<file path="src/rtl/vid_pix_fetch_pkg.sv">
package vid_pix_fetch_pkg;

   typedef logic [2:0] gun_t;   // {red, green, blue}

   localparam gun_t GUN_BLACK = 3'b000;
   localparam gun_t GUN_RED   = 3'b100;
   localparam gun_t GUN_GREEN = 3'b010;
   localparam gun_t GUN_BLUE  = 3'b001;
   localparam gun_t GUN_WHITE = 3'b111;

   // fixed four-entry palette
   function automatic gun_t pal_lookup(input logic [1:0] code);
      case (code)
         2'b00:   pal_lookup = GUN_RED;
         2'b01:   pal_lookup = GUN_GREEN;
         2'b10:   pal_lookup = GUN_BLUE;
         default: pal_lookup = GUN_WHITE;
      endcase
   endfunction

endpackage

</file>
<file path="src/rtl/vid_pix_addr_gen.sv">
module vid_pix_addr_gen #(
   parameter int PXC_W   = 10,
   parameter int LNC_W   = 10,
   parameter int PAGE_AW = 9,
   parameter int COL_AW  = 6,
   parameter int SEL_W   = 2,
   localparam int ADDR_W = PAGE_AW + COL_AW
) (
   input  logic [PXC_W-1:0]  px_cnt,
   input  logic [LNC_W-1:0]  ln_cnt,
   output logic [ADDR_W-1:0] addr
);

   if (PAGE_AW > LNC_W) begin : g_bad_page
      $error("vid_pix_addr_gen: PAGE_AW exceeds line counter width");
   end
   if (SEL_W + COL_AW > PXC_W) begin : g_bad_col
      $error("vid_pix_addr_gen: column field exceeds pixel counter width");
   end

   // page from the line counter, byte-in-page from the pixel counter above the pixel-select bits
   assign addr = {ln_cnt[PAGE_AW-1:0], px_cnt[SEL_W +: COL_AW]};

endmodule

</file>
<file path="src/rtl/vid_pix_shreg.sv">
module vid_pix_shreg #(
   parameter int BYTE_W = 8,
   parameter int PIX_W  = 2,
   localparam int NSLOT = BYTE_W / PIX_W
) (
   input  logic              clk,
   input  logic              rst,
   input  logic              load,
   input  logic [BYTE_W-1:0] din,
   output logic [BYTE_W-1:0] word,
   output logic [PIX_W-1:0]  pix
);

   logic [BYTE_W-1:0] word_q;
   logic [BYTE_W-1:0] shifted;

   // each slot takes its upper neighbour; the top slot fills with zero
   for (genvar i = 0; i < NSLOT; i++) begin : g_slot
      if (i == NSLOT - 1) begin : g_top
         assign shifted[i*PIX_W +: PIX_W] = '0;
      end else begin : g_mid
         assign shifted[i*PIX_W +: PIX_W] = word_q[(i+1)*PIX_W +: PIX_W];
      end
   end

   always_ff @(posedge clk) begin
      if (rst)       word_q <= '0;
      else if (load) word_q <= din;
      else           word_q <= shifted;
   end

   assign word = word_q;
   assign pix  = word_q[PIX_W-1:0];

endmodule

</file>
<file path="src/rtl/vid_pix_colour.sv">
module vid_pix_colour
   import vid_pix_fetch_pkg::*;
#(
   parameter int PIX_W  = 2,
   localparam int NCODE = 1 << PIX_W
) (
   input  logic             clk,
   input  logic             rst,
   input  logic             blank_in,
   input  logic [PIX_W-1:0] pix,
   output gun_t             rgb
);

   gun_t pal [NCODE];
   logic blank_q;
   gun_t rgb_q;

   for (genvar c = 0; c < NCODE; c++) begin : g_pal
      assign pal[c] = pal_lookup(2'(c));
   end

   always_ff @(posedge clk) begin
      if (rst) begin
         blank_q <= 1'b1;
         rgb_q   <= GUN_BLACK;
      end else begin
         blank_q <= blank_in;
         rgb_q   <= blank_q ? GUN_BLACK : pal[pix];
      end
   end

   assign rgb = rgb_q;

endmodule

</file>
<file path="src/rtl/vid_pix_fetch.sv">
module vid_pix_fetch #(
   parameter int PXC_W   = 10,
   parameter int LNC_W   = 10,
   parameter int BYTE_W  = 8,
   parameter int PIX_W   = 2,
   parameter int PAGE_AW = 9,
   parameter int COL_AW  = 6,
   localparam int PIX_PER_BYTE = BYTE_W / PIX_W,
   localparam int SEL_W  = $clog2(PIX_PER_BYTE),
   localparam int ADDR_W = PAGE_AW + COL_AW
) (
   input  logic              clk,
   input  logic              rst,
   input  logic [PXC_W-1:0]  px_cnt,
   input  logic [LNC_W-1:0]  ln_cnt,
   input  logic              blank_in,
   input  logic [BYTE_W-1:0] mem_rdata,
   output logic [ADDR_W-1:0] mem_addr,
   output logic              mem_sel,
   output logic              mem_wr_en,
   output logic              mem_rd_en,
   output logic [2:0]        rgb
);

   if (PIX_W != 2) begin : g_bad_pix
      $error("vid_pix_fetch: the fixed palette needs 2-bit pixels");
   end
   if (BYTE_W % PIX_W != 0) begin : g_bad_pack
      $error("vid_pix_fetch: BYTE_W must be a multiple of PIX_W");
   end
   if ((1 << SEL_W) != PIX_PER_BYTE) begin : g_bad_pow2
      $error("vid_pix_fetch: pixels per byte must be a power of two");
   end

   logic              load;
   logic [BYTE_W-1:0] pix_word;
   logic [PIX_W-1:0]  pix_act;

   vid_pix_addr_gen #(
      .PXC_W(PXC_W), .LNC_W(LNC_W), .PAGE_AW(PAGE_AW),
      .COL_AW(COL_AW), .SEL_W(SEL_W)
   ) i_addr (
      .px_cnt(px_cnt), .ln_cnt(ln_cnt), .addr(mem_addr)
   );

   // memory used as read-only storage
   assign mem_sel   = 1'b1;
   assign mem_wr_en = 1'b0;
   assign mem_rd_en = ~blank_in;

   assign load = (px_cnt[SEL_W-1:0] == '0);

   vid_pix_shreg #(.BYTE_W(BYTE_W), .PIX_W(PIX_W)) i_shreg (
      .clk(clk), .rst(rst), .load(load), .din(mem_rdata),
      .word(pix_word), .pix(pix_act)
   );

   vid_pix_colour #(.PIX_W(PIX_W)) i_colour (
      .clk(clk), .rst(rst), .blank_in(blank_in), .pix(pix_act), .rgb(rgb)
   );

endmodule

</file>
<file path="config.mk">
export PLATFORM = sky130hd
export DESIGN_NAME = vid_pix_fetch
export DESIGN_NICKNAME = d
export VERILOG_FILES = /design/src/rtl/vid_pix_fetch_pkg.sv /design/src/rtl/vid_pix_addr_gen.sv /design/src/rtl/vid_pix_shreg.sv /design/src/rtl/vid_pix_colour.sv /design/src/rtl/vid_pix_fetch.sv
export SDC_FILE = /design/constraint.sdc
export NUM_CORES = 1
export LEC_CHECK = 0
export CAP_MARGIN = 10
export CORE_ASPECT_RATIO = 1.1
export CORE_MARGIN = 2
export CORE_UTILIZATION = 32
export DETAILED_ROUTE_END_ITERATION = 8
export GPL_TIMING_DRIVEN = 0
export HOLD_SLACK_MARGIN = 0.03
export PLACE_DENSITY_LB_ADDON = 0.05
export SYNTH_ARGS = -nofsm -noshare
export SYNTH_HDL_FRONTEND = slang
export SYNTH_SLANG_ARGS = --single-unit
export TNS_END_PERCENT = 5
</file>
<file path="constraint.sdc">
create_clock -name clk -period 1.3 [get_ports clk]
set_input_delay 0.13 -clock clk [delete_from_list [all_inputs] [get_ports clk]]
set_output_delay 0.13 -clock clk [all_outputs]
set_load 0.02 [all_outputs]
</file>
; Word level (Yosys, flattened, before mapping)
; Cells that the tools add are included.
[word_totals]
ff_bits = 12
input_bits = 31
word_cells = 15
[classes]
n_lt_le_gt_ge = 1
mux = 4
bitwise_logic = 3
reduce_logical = 3
[ops]
columns = operator, n
row1 = 3-bit binary-select mux with 2-bit select, 1
row2 = 3-bit two-way mux, 2
row3 = 6-bit two-way mux, 1
row4 = 2-bit OR reduction, 2
row5 = "3-bit >= comparator, second input constant", 1
row6 = 2-bit NOT with 3-bit output, 1
row7 = 2-bit logical NOT, 1
row8 = 1-bit NOT, 2

; Longest topological paths before layout
; Gate-level depths: netlist (run 1).
[depth]
ltp_word = 4
mapped_depth = 3
depth_no_buf = 2

; Cells and area by module
; From an unflattened synthesis (run 1), not the netlist that was laid out.
[hier_totals]
hier_cells = 55
hier_area_um2 = 551.8
[by_module_without_submodules]
columns = module, n_inst, cells_per_inst, area_per_inst_um2
row1 = vid_pix_shreg, 1, 25, 289.0
row2 = vid_pix_colour, 1, 9, 120.1
row3 = vid_pix_addr_gen, 1, 15, 112.6
row4 = vid_pix_fetch, 1, 6, 30.0

; Least setup slack after synthesis (run 1)
; OpenSTA, ideal clock, no wires.
[synth_path]
kind = input-to-reg
startpoint = in px_cnt[0]
endpoint = reg i_shreg.word_q[3] (netlist: i_shreg.word[3])
setup_ps = 70
t_arrival_ps = 707
required_time_ps = 1230
setup_slack_ps = 522
cell_stages = 3
path_buffers = 1
cell_sequence = buf_2 -> or3b_1 -> a21oi_1
[synth_via]
elab_chain_len = 2
[synth_lines]
columns = element, line_no
row1 = "start, declared", vid_pix_fetch.sv:14  ; input logic [PXC_W-1:0] px_cnt,
row2 = 2-bit logical NOT, vid_pix_fetch.sv:51  ; assign load = (px_cnt[SEL_W-1:0] == '0);
row3 = 6-bit two-way mux, vid_pix_shreg.sv:28  ; else if (load) word_q <= din;
row4 = "end signal, assigned", vid_pix_shreg.sv:28
row5 = "end signal, assigned", vid_pix_shreg.sv:29  ; else word_q <= shifted;
row6 = "end, declared", vid_pix_shreg.sv:14  ; logic [BYTE_W-1:0] word_q;
; No other way between the ends.
; A chain may end at the register's enable or synchronous reset.

; Final worst setup path (run 1)
[layout_path]
startpoint = in blank_in
endpoint = out mem_rd_en
[layout_via]
elab_chain_len = 1
[layout_lines]
columns = element, line_no
row1 = "start, declared", vid_pix_fetch.sv:16  ; input logic blank_in,
row2 = 1-bit NOT, vid_pix_fetch.sv:49  ; assign mem_rd_en = ~blank_in;
row3 = "end, declared", vid_pix_fetch.sv:21  ; output logic mem_rd_en,
; No other way between the ends.

==> results of run 1 <==
-- cells in the final DEF (no fill, tap or decap), types with 2 or more instances in the layout --
master	count
a21oi_1	6
buf_4	17
clkbuf_4	3
clkdlybuf4s50_1	27
conb_1	2
dfxtp_1	12
dlygate4sd2_1	4
nor3b_1	2
nor4b_1	2
o21ai_0	6
or3b_1	5
-- final cells by class --
type / instances / area, sq um / share of cell area (%)
buffer: 20 / 148 / 16.2
timing repair buffer: 31 / 305 / 33.4
multi-input combinational: 27 / 173 / 18.9
tap: 17 / 21.3 / 2.33
clock buffer: 3 / 22.5 / 2.47
sequential: 12 / 240 / 26.3
inverter: 1 / 3.75 / 0.411
-- power groups by stage --
| stage | sequential (W) | combinational [W] | clock [W] |
|---|---|---|---|
| after global placement | 0.000393 | 0.000209 | 0 |
| after global routing | 0.000386 | 0.000220 | 0.000245 |
| after CTS | 0.000385 | 0.000208 | 0.000235 |
| final | 0.000385 | 0.000206 | 0.000220 |
| after detailed placement | 0.000394 | 0.000210 | 0 |
| after floorplan | 0.000395 | 0.000111 | 0 |
-- how the worst min path moves through the flow --
stage / depth (start not counted) / from / slack (ns) / to
2_1_floorplan: 1 / rst / 0.21 / i_shreg.word[6]
3_3_place_gp: 2 / i_shreg.word[4] / 0.45 / i_shreg.word[2]
3_5_place_dp: 2 / i_shreg.word[7] / 0.45 / i_shreg.word[5]
4_1_cts: 2 / mem_rdata[6] / 0.42 / i_shreg.word[6]
5_1_grt: 2 / mem_rdata[6] / 0.42 / i_shreg.word[6]
6_report: 2 / mem_rdata[7] / 0.43 / i_shreg.word[7]
-- layer usage --
metal | wire [um] | track usage, %
met1 | 439 | 12.7
met2 | 538 | 18.8
met3 | 122 | 6.79
met4 | 7 | 5.45
met5 | 0 | 0
-- per-stage QoR --
step | TNS [ns] | power (W) | hold WS, ns | instances
3_3_place_gp | -0.112 | 0.000602 | 0.445 | 108
3_5_place_dp | -0.128 | 0.000604 | 0.453 | 108
5_1_grt | 0 | 0.000851 | 0.418 | 111
2_1_floorplan | 0 | 0.000506 | 0.207 | 60
6_report | 0 | 0.000811 | 0.428 | 111
4_1_cts | 0 | 0.000828 | 0.417 | 111
-- cells by family after synthesis --
family | count (synthesis) | synth area share [%]
buffers and inverters | 21 | 26.8
other | 2 | 1.33
DFF | 12 | 42.6
AOI/OAI and AO/OA | 12 | 10.6
and+or+nand+nor | 12 | 17.1
xor gates and xnor gates | 1 | 1.55
-- repair_timing --
action,in CTS,in global routing
resized for setup,4,0
endpoints found under the setup margin,4,0
hold buffers,0,0
setup buffers,0,0
-- state kept, by name (all words and copies together), names as in the netlist --
register	flops
i_colour.rgb	3
i_shreg.word	8
i_colour.blank_q	1
==> flow_metrics.env, run 1 <==
export IMPL_n_antenna_cell=0
export IMPL_yosys_top_cells_area="dfxtp_1 (43%), buf_4 (23%), or3b_1 (7.8%), a21oi_1 (5.3%), o21ai_0 (5.3%)"
export IMPL_ys_warn_count=0
export IMPL_dp_slack_ns=-0.0464
export IMPL_r2r_start="i_shreg.word[0]"
export IMPL_drt_total_wl_um=1110
export IMPL_start_kind="input pin"
export IMPL_endpoint="mem_rd_en"
export IMPL_worstPathMaxFanout=2
export IMPL_power_density_nw_per_um2=888
export IMPL_htree_levels=1
export IMPL_dr_pass1_iters=4
export IMPL_finalWorstSetupSlack_ns=0.227
export IMPL_antenna_left=0
export IMPL_ys_seq_area_share_pct=42.6
export IMPL_rows=15
export IMPL_die_h_um=48.0
export IMPL_max_vdd_ir_drop_uv=494
export IMPL_crit_path_start="blank_in"
export IMPL_grt_use_total_pct=11.7
export IMPL_cp_arrival_ns=0.94
export IMPL_seq_power_share_pct=47.4
export IMPL_p_leak_nw=0.393
export IMPL_synth_top_area_share_pct=42.6
export IMPL_crit_chain="clkdlybuf4s50_1 -> inv_1 -> dlygate4sd2_1"
export IMPL_p_sw_share_pct=24.6
export IMPL_nNetsFinal=127
export IMPL_cts_sinks=12
export IMPL_slowest_stage="clkdlybuf4s50_1"
export IMPL_cts_tree="built"
export IMPL_crit_family="buffers and inverters"
export IMPL_grt_overflow=0
export IMPL_required_ns=1.17
export IMPL_gp_congestion=0.709
export IMPL_ys_flop_type="dfxtp_1"
export IMPL_numPortBuffers=31
export IMPL_hold_viol=0
export IMPL_max_freq_mhz=932
export IMPL_ys_top_cells_by_count="buf_4 (17), dfxtp_1 (12), a21oi_1 (6), o21ai_0 (6), or3b_1 (5)"
export IMPL_finalCritPeriodShare_pct=82.5
export IMPL_synth_edf_count=0
export IMPL_fin_area_sq_um=913
export IMPL_root_buffer="clkbuf_4"
export IMPL_dp_hpwl_um=865
export IMPL_p_int_w=0.000612
export IMPL_switchingPower_w=0.000199
export IMPL_syn_nets=91
export IMPL_rr_endpoint="i_colour.rgb[2]"
export IMPL_drive_above_1_share_pct=25.5
export IMPL_synth_cells=60
export IMPL_clk_latency_ns=0.27
export IMPL_syn_area_sq_um=564
export IMPL_power_frac_clock_pct=27.1
export IMPL_p_comb_share_pct=25.4
export IMPL_core_area_sq_um=1610
export IMPL_finClkSkew_ns=0.00387
export IMPL_wire_per_inst_um=9.97
export IMPL_rsz0062_at_grt="no"
export IMPL_yosysMostFrequentCell="buf_4"
export IMPL_antenna_found_initial=0
export IMPL_drcViolationCount=0
export IMPL_placed_area_sq_um=896
export IMPL_syn2layout_area_growth_pct=61.9
export IMPL_cts_buffer_depth=2
export IMPL_yosysTopAreaCell="dfxtp_1"
export IMPL_clk_pin_slew_ns=0.07
export IMPL_ys_async_sr_fraction_pct=0
export IMPL_r2r_cells=2
export IMPL_fillers=147
export IMPL_route_vias_total=495
export IMPL_grt_pass1_vias=393
export IMPL_initialDrtViolationCount=2
export IMPL_initial_core_util_pct=35.0
export IMPL_worstSetupEndpointType="primary output"
export IMPL_synth_cell_types=16
export IMPL_slowest_delay_ns=0.47
export IMPL_crit_type="in2out"
export IMPL_dieWidth_um=44.0
export IMPL_die_area_sq_um=2120
export IMPL_hold_path_class="in2reg"
export IMPL_via_per_inst=4.46
export IMPL_finalCriticalPeriod_ns=1.07
export IMPL_synth_seq_cells=12
export IMPL_setup_viol=0
export IMPL_r2r_slack_ns=0.65
export IMPL_numCtsBuffers=3
export IMPL_fin_util_pct=56.6
export IMPL_synth_area_per_cell_sq_um=9.40
export IMPL_grt_max_degree=11
export IMPL_cp_num_cells=3
export IMPL_cp_buffers_inverters=3
export IMPL_grt_pass1_wl_um=1710
export IMPL_outcome="finished, final reports clean"
export IMPL_drv_slew=0
export IMPL_max_cap_violations=0
export IMPL_io_pins=52
No activity file was read; power rests on OpenSTA's default activity.
==> inputs of run 2 (changes only) <==
--- a/config.mk
+++ b/config.mk
@@ -8,7 +8,7 @@
 export CAP_MARGIN = 10
 export CORE_ASPECT_RATIO = 1.1
 export CORE_MARGIN = 2
-export CORE_UTILIZATION = 32
+export CORE_UTILIZATION = 29
 export DETAILED_ROUTE_END_ITERATION = 8
 export GPL_TIMING_DRIVEN = 0
 export HOLD_SLACK_MARGIN = 0.03
==> constraint.sdc (replaced) <==
create_clock -name clk -period 1.1 [get_ports clk]
set_input_delay 0.11 -clock clk [delete_from_list [all_inputs] [get_ports clk]]
set_output_delay 0.11 -clock clk [all_outputs]
set_load 0.02 [all_outputs]
==> run 2 against run 1 <==
Die area is 9.4% higher. Via count fell by 1.0%. Final cell count up 1.8%. Non-clock buffer count did not move. Count of clock-buffer cells in the layout grew 1. Critical path depth increased by 1. Critical path type is now in2reg.
==> flow_metrics.env, run 2 (same netlist as run 1, synthesis figures left out) <==
export IMPL_htree_levels=1
export IMPL_largest_register_ffs=8
export IMPL_drv_slew=0
export IMPL_finalCriticalPeriod_ns=1.03
export IMPL_dr_pass1_iters=3
export IMPL_drt_total_wl_um=1130
export IMPL_grt_use_total_pct=11.6
export IMPL_cp_buffers_inverters=2
export IMPL_rows=16
export IMPL_clk_latency_ns=0.27
export IMPL_worst_hold_startpoint="mem_rdata[6]"
export IMPL_max_cap_violations=0
export IMPL_die_area_sq_um=2320
export IMPL_place_inst=109
export IMPL_finalWorstSetupSlack_ns=0.0651
export IMPL_max_vdd_ir_drop_uv=856
export IMPL_cts_buffer_depth=2
export IMPL_setup_tns_ns=0
export IMPL_route_vias_total=490
export IMPL_rr_endpoint="i_colour.rgb[2]"
export IMPL_clk_pin_slew_ns=0.07
export IMPL_grt_overflow=0
export IMPL_gp_congestion=0.676
export IMPL_dieWidth_um=46.1
export IMPL_r2r_start="i_shreg.word[0]"
export IMPL_via_per_inst=4.34
export IMPL_hold_path_endpoint="i_shreg.word[6]"
export IMPL_numPortBuffers=31
export IMPL_antenna_found_initial=0
export IMPL_r2r_slack_ns=0.43
export IMPL_dp_hpwl_um=867
export IMPL_initial_core_util_pct=31.3
export IMPL_cts_sinks=12
export IMPL_finalCritPeriodShare_pct=94.1
export IMPL_grt_pass1_wl_um=1860
export IMPL_r2r_cells=2
export IMPL_die_h_um=50.3
export IMPL_drcViolationCount=0
export IMPL_io_pins=52
export IMPL_power_density_nw_per_um2=1120
export IMPL_hold_path_class="in2reg"
export IMPL_final_cell_mix="clkdlybuf4s50_1 (27), buf_4 (18), dfxtp_1 (12), o21ai_0 (6), a21oi_1 (6)"
export IMPL_mostFrequentLayoutCell="clkdlybuf4s50_1"
export IMPL_crit_type="in2reg"
export IMPL_cts_tree="built"
export IMPL_post_cts_buffers=0
export IMPL_worstPathMaxFanout=10
export IMPL_start_kind="input pin"
export IMPL_outcome="finished, final reports clean"
export IMPL_antenna_left=0
export IMPL_core_area_sq_um=1800
export IMPL_numCtsBuffers=3
export IMPL_hold_depth=2
export IMPL_initialDrtViolationCount=7
export IMPL_crit_family="buffers and inverters"
export IMPL_crit_chain="clkdlybuf4s50_1 -> buf_4 -> or3b_1 -> a21oi_1"
export IMPL_use_met3_pct=6.47
export IMPL_grt_pass1_vias=458
export IMPL_setup_viol=0
export IMPL_grt_max_degree=11
export IMPL_wire_per_inst_um=9.97
export IMPL_use_met1_pct=11.7
export IMPL_p_leak_nw=0.401
export IMPL_hold_viol=0
export IMPL_required_ns=1.30
export IMPL_use_met2_pct=18.5
export IMPL_worstSetupEndpointType="flip-flop"
export IMPL_syn2layout_area_growth_pct=65.0
export IMPL_slowest_delay_ns=0.46
export IMPL_max_freq_mhz=966
export IMPL_finClkSkew_ns=0.00177
export IMPL_cp_arrival_ns=1.24
export IMPL_finalNonFillerCells=113
export IMPL_n_antenna_cell=0
export IMPL_rsz0062_at_grt="no"
export IMPL_dp_slack_ns=-0.231
export IMPL_fillers=181
export IMPL_grt_busiest_layer="met2"
export IMPL_slowest_stage="clkdlybuf4s50_1"
export IMPL_nNetsFinal=127
export IMPL_drive_above_1_share_pct=26.3
export IMPL_root_buffer="clkbuf_4"
## run 2: cell count changes in the layout (fill, tap and decap cells not counted)
cell | previous run | this run
buf_2 | 1 | 0
clkbuf_8 | 0 | 1
buf_4 | 17 | 18
## run 2: report_power, final
group,total [W],switching (W),internal [W]
Combinational,0.000245,0.0000973,0.000148
Clock,0.000346,0.000145,0.000201
Sequential,0.000454,0.00000506,0.000449
Total,0.00105,0.000248,0.000799
## run 2: worst max path at each step
stage	from	endpoint	cells after the start
floorplan	px_cnt[0]	i_shreg.word[3]	3
global placement	px_cnt[0]	i_shreg.word[5]	4
detailed placement	px_cnt[0]	i_shreg.word[3]	4
CTS	px_cnt[0]	i_shreg.word[3]	4
global route	px_cnt[1]	i_shreg.word[3]	4
finish	px_cnt[0]	i_shreg.word[3]	4
## run 2: stage by stage
| step | cell area, sq um | util, % | total power, W | hold slack [ns] |
|---|---|---|---|---|
| finish | 931 | 51.7 | 0.00105 | 0.400 |
| floorplan | 564 | - | 0.000598 | 0.187 |
| global route | 931 | 51.7 | 0.00111 | 0.380 |
| CTS | 928 | 51.5 | 0.00107 | 0.390 |
| detailed placement | 897 | 49.8 | 0.000714 | 0.453 |
| global placement | 897 | 49.8 | 0.000711 | 0.443 |
## run 2: area by class of cell
type / count / area (sq um) / share of cell area [%]
flip-flops and latches: 12 / 240 / 25.8
plain buffers: 20 / 150 / 16.1
multi-input cells: 27 / 173 / 18.5
clock buffers: 4 / 36.3 / 3.90
repair buffers: 31 / 305 / 32.8
inverters: 1 / 3.75 / 0.403
well taps: 18 / 22.5 / 2.42
## run 2: repair_timing
| item | 4_1_cts | 5_1_grt |
|---|---|---|
| pin swaps | 0 | 0 |
| hold buffers | 0 | 0 |
| setup endpoints to repair | 4 | 1 |
| resized for setup | 4 | 2 |
| gates cloned | 0 | 0 |
## run 2: routing by layer
layer / vias to the layer above / part of all wire, %
li1: 249 / -
met1: 212 / 35
met2: 27 / 55
met3: 2 / 9.0
met4: 0 / 0.80
met5: - / 0
## run 2: worst reg2reg max path, cell delays in order, from the launching register on
cell,delay [ns]
dfxtp_1,0.34
xor2_1,0.15
nor3_1,0.06
